**src/rtl/eprom_rd_ctrl.sv**
```systemverilog
`timescale 1ns/1ps
module eprom_rd_ctrl #(
  parameter int ADDR_W       = 18,
  parameter int DATA_W       = 16,
  parameter int CLK_NS       = 20,
  parameter int T_ACC_NS     = 55,
  parameter int T_OE_NS      = 20,
  parameter int T_DF_NS      = 20,
  parameter int MARGIN       = 1,
  parameter bit PARK_STANDBY = 1'b1
) (
  input  logic              clk,
  input  logic              rst_n,
  input  logic              req,
  input  logic [ADDR_W-1:0] addr,
  output logic              idle,
  output logic              ack,
  output logic [DATA_W-1:0] rdata,
  output logic [ADDR_W-1:0] rom_addr,
  output logic              rom_ce_n,
  output logic              rom_oe_n,
  input  logic [DATA_W-1:0] rom_data
);
  localparam int ACC_CYC = (T_ACC_NS + CLK_NS - 1) / CLK_NS + MARGIN;
  localparam int OE_CYC  = (T_OE_NS + CLK_NS - 1) / CLK_NS + MARGIN;
  localparam int OE_DLY  = (ACC_CYC > OE_CYC) ? ACC_CYC - OE_CYC : 0;
  localparam int DF_RAW  = (T_DF_NS + CLK_NS - 1) / CLK_NS;
  localparam int DF_CYC  = (DF_RAW > 0) ? DF_RAW : 1;
  localparam int CW      = $clog2(ACC_CYC + DF_CYC + 1) + 1;

  typedef enum logic [1:0] {S_IDLE, S_ACC, S_FLT} st_t;
  st_t st;
  logic [CW-1:0] cnt;

  assign idle = (st == S_IDLE);

  always_ff @(posedge clk) begin
    if (!rst_n) begin
      st       <= S_IDLE;
      cnt      <= '0;
      rom_ce_n <= 1'b1;
      rom_oe_n <= 1'b1;
      ack      <= 1'b0;
      rdata    <= '0;
      rom_addr <= '0;
    end else begin
      ack <= 1'b0;
      case (st)
        S_IDLE: if (req) begin
          rom_addr <= addr;
          rom_ce_n <= 1'b0;
          rom_oe_n <= (OE_DLY != 0);
          cnt      <= '0;
          st       <= S_ACC;
        end
        S_ACC: begin
          cnt <= cnt + 1'b1;
          if (OE_DLY != 0 && cnt == CW'(OE_DLY - 1)) rom_oe_n <= 1'b0;
          if (cnt == CW'(ACC_CYC - 1)) begin
            rdata    <= rom_data;
            ack      <= 1'b1;
            rom_oe_n <= 1'b1;
            if (PARK_STANDBY) rom_ce_n <= 1'b1;
            cnt      <= '0;
            st       <= S_FLT;
          end
        end
        S_FLT: begin
          cnt <= cnt + 1'b1;
          if (cnt == CW'(DF_CYC - 1)) st <= S_IDLE;
        end
        default: st <= S_IDLE;
      endcase
    end
  end


  oe_needs_ce_chk: assert property (@(posedge clk) disable iff (!rst_n)
    !rom_oe_n |-> !rom_ce_n);


  ack_single_chk: assert property (@(posedge clk) disable iff (!rst_n)
    ack |=> !ack);


  oe_off_at_ack_chk: assert property (@(posedge clk) disable iff (!rst_n)
    ack |-> rom_oe_n);


  park_ce_chk: assert property (@(posedge clk) disable iff (!rst_n)
    (PARK_STANDBY && idle) |-> rom_ce_n);


  addr_hold_chk: assert property (@(posedge clk) disable iff (!rst_n)
    (st == S_ACC && $past(st) == S_ACC) |-> $stable(rom_addr));


  stay_idle_chk: assert property (@(posedge clk) disable iff (!rst_n)
    (idle && !req) |=> idle);


  float_wait_chk: assert property (@(posedge clk) disable iff (!rst_n)
    $rose(idle) |-> (rom_oe_n && $past(rom_oe_n)));
endmodule

```
**config.mk**
```make
export PLATFORM = sky130hd
export DESIGN_NAME = eprom_rd_ctrl
export DESIGN_NICKNAME = d
export VERILOG_FILES = /design/src/rtl/eprom_rd_ctrl.sv
export SDC_FILE = /design/constraint.sdc
export NUM_CORES = 1
export LEC_CHECK = 0
export ABC_AREA = 1
export BUFFER_PORTS_ARGS = -buffer_cell sky130_fd_sc_hd__buf_2
export CORE_AREA = 5 5 84 86
export DETAILED_ROUTE_END_ITERATION = 16
export DIE_AREA = 0 0 89 91
export GPL_TIMING_DRIVEN = 1
export PLACE_DENSITY_LB_ADDON = 0.12
export SLEW_MARGIN = 20
export SYNTH_ARGS = -nofsm -noshare
export SYNTH_HDL_FRONTEND = slang
export SYNTH_SLANG_ARGS = --single-unit
```
**constraint.sdc**
```tcl
create_clock -name clk -period 1.6 [get_ports clk]
set_input_delay 0 -clock clk [delete_from_list [all_inputs] [get_ports clk]]
set_output_delay 0 -clock clk [all_outputs]
set_load 0.05 [all_outputs]
```
==> metrics <==
TNS Setup 0 ns; Avg Synthesized Cell Area 7.895 sq um; Num CTS Buffers 5; via count 1787; post-synth cell types 21; post-CTS setup buffer count 0; PwrDens 941.8 nW/um^2; Arr. time, crit path 1.62 ns; worst min path class input port to flip-flop; period utilization 87.44%; Seq/Total Area, Yosys 48.25%; Final HPWL DP 3317 microns; CP max FO 6; CTS tree yes; Yosys reg bits 43; Setup crit start st[0]; slowest cell on the critical path dfxtp_1; Crit Reg-Reg Startpoint st[0]; share of layout cells above drive strength 1 32.84%; critical path depth 7; Final Core Density 43.52%; final hold violations 0; Total Routing Usage GR 11.43%; Peak VDD IR 0.4153 mV; Syn Inst Count 226; row cnt 29; vias per inst 4.275; DIE HEIGHT 91 microns; Clock Path Buffers 2; initial antenna violation count 0; # nets final 384; Critical Path Start Type flip-flop; Leak Pwr 1.246 nW; RSZ-0062 raised after global routing false; I/O Pins 75; # DRC 0; DRT antenna net count 0; worst path bufs/invs 1; Die Footprint 8099 sq um; Ys Warns 0; GPL Wtd Cong 0.7305; Slew @ Worst Pin 0.2679 ns; Final min period 1.399 ns; worst-case clock skew 0.006620 ns; Syn-to-layout area delta 51.33%; pin count of the biggest net entering global routing 24; Max Transition Viols Final 0; Cell Chain, Critical Path inv_1 -> ha_2 -> nand2_1 -> nand2_1 -> nor2_2 -> nand3_1 -> a21oi_1; crit-path max cell delay 0.36 ns; Die X 89 microns; Reg clk slew, reported paths 0.08 ns; Data required, critical path 1.82 ns; Crit Path Class flip-flop to flip-flop; CP most frequent cell nand2_1; final setup violation count 0; Cells after DPL 376; Total Power 2.543 mW; delay-heaviest family, CP simple AND/OR/NAND/NOR gates; Iter 0 DRT Violations 28; Wirelength per Cell 11.43 microns; Max-Cap Viols 0; H-tree Lvls 2; Worst R2R Path Depth 7; gr ovfl total 0; outcome finished clean; Initial Utilization 28.76%; crit path to cnt[1]; n_diodes 0; vias in the first global route 1688; Critical Path End Type flip-flop; Non-Filler Instances 418; CTS root buf clkbuf_8; Setup WS pre-CTS 0.1542 ns; Post-Route WL 4777 microns; Max Clk Rate 714.8 MHz; Reg2Reg Capture Point cnt[1]; Pre-antenna DRT Iters 4; final worst slack 0.2009 ns; Mapped Nets 270; # port buffers 74; Worst slew margin 82.26%; core area 6205 sq um; first-pass GRT wire length 7452 microns; Post-Synthesis Cell Area 1784 sq um; internal reg-to-reg setup slack 0.20 ns; CTS Sinks 43; clk_lat worst skew 0.29 ns
## cell usage after synthesis
master / number / area [sq um]
o21ai_1: 1 / 5.000
clkinv_1: 1 / 3.750
nand3_4: 1 / 17.52
buf_2: 1 / 5.000
nand4_1: 2 / 12.51
clkbuf_2: 1 / 5.000
a21oi_1: 13 / 65.06
o21ai_0: 22 / 110.1
a21oi_2: 9 / 78.83
dfxtp_1: 43 / 860.8
ha_1: 7 / 87.58
nand3_1: 7 / 35.03
inv_6: 1 / 8.760
clkbuf_1: 5 / 18.77
nor2_1: 41 / 153.9
nand2_2: 9 / 56.30
nor2_4: 1 / 11.26
nand2_1: 45 / 168.9
buf_12: 1 / 20.02
buf_4: 1 / 7.510
inv_1: 14 / 52.55
## per-stage QoR
| stage | cell area (sq um) | hold slack [ns] |
|---|---|---|
| after floorplan | 1787 | 0.1357 |
| after CTS | 2698 | 0.02736 |
| after global placement | 2257 | 0.2470 |
| after global routing | 2700 | 0.06618 |
| after detailed placement | 2257 | 0.2448 |
| final | 2700 | 0.02445 |
## routing by layer
| metal | track usage, % | up-vias | share of wire, % |
|---|---|---|---|
| met5 | 0 | - | 0 |
| met4 | 1.861 | 0 | 0.36 |
| met3 | 4.344 | 2 | 8.2 |
| met2 | 19.62 | 60 | 45 |
| met1 | 13.70 | 779 | 46 |
| li1 | - | 946 | - |
## what timing repair did
item | in CTS | in global routing
hold buffers | 34 | 0
endpoints found under the setup margin | 0 | 2
hold endpoints to repair | 34 | 0
gates resized for setup | 0 | 1
## layout make-up
cell class	count	area [sq um]
clock buffers	8	100.1
fillers	660	3505
inverters	16	65.06
multi-input cells	158	807.0
flip-flops and latches	43	860.8
well taps	77	96.34
repair buffers	116	770.7
## cells in the final DEF, fill, tap and decap left out, types with 8 or more instances in the layout
master,Yosys,layout
a21oi_1,13,13
a21oi_2,9,9
buf_2,1,74
buf_4,1,8
dfxtp_1,43,43
dlygate4sd3_1,0,34
inv_1,14,14
nand2_1,45,45
nand2_2,9,9
nor2_1,41,40
o21ai_0,22,22
## worst reg2reg max path: cells and delay by family, from the launching register on
| kind | cells | cell delay (ns) |
|---|---|---|
| simple gates | 4 | 0.51 |
| flops | 1 | 0.36 |
| fa+ha+maj | 1 | 0.23 |
| compound gates | 1 | 0.14 |
| buf+inv | 1 | 0.09 |
## cell families (layout without fill, tap and decap cells)
kind of cell	after synthesis	after routing	share of synthesized area, %
adder cells (fa/ha/maj)	7	7	4.909
flip-flops	43	43	48.25
buffers and inverters	25	140	6.802
AND/OR/NAND/NOR	106	106	25.53
AO/OA/AOI/OAI	45	45	14.52
## power breakdown
part           internal [mW]  switching, mW  total (mW)
clock                  0.394          0.356       0.750
combinational          0.212          0.420       0.631
sequential              1.13         0.0289        1.16
total                   1.74          0.805        2.54
## worst min path at each step
stage | start | end | slack (ns) | cells past startpoint
floorplan | rst_n | rom_addr[17] | 0.14 | 2
global placement | addr[16] | rom_addr[16] | 0.25 | 3
detailed placement | addr[16] | rom_addr[16] | 0.24 | 3
CTS | rst_n | rdata[4] | 0.03 | 3
global route | rst_n | rdata[4] | 0.07 | 3
finish | rst_n | rdata[4] | 0.02 | 3
## flip-flops by register name (all words and copies together) (netlist names)
signal and flops:
rom_addr 18, rdata 16, cnt 4, st 2
ack 1, rom_ce_n 1, rom_oe_n 1
No activity file was read; power rests on OpenSTA's default activity.
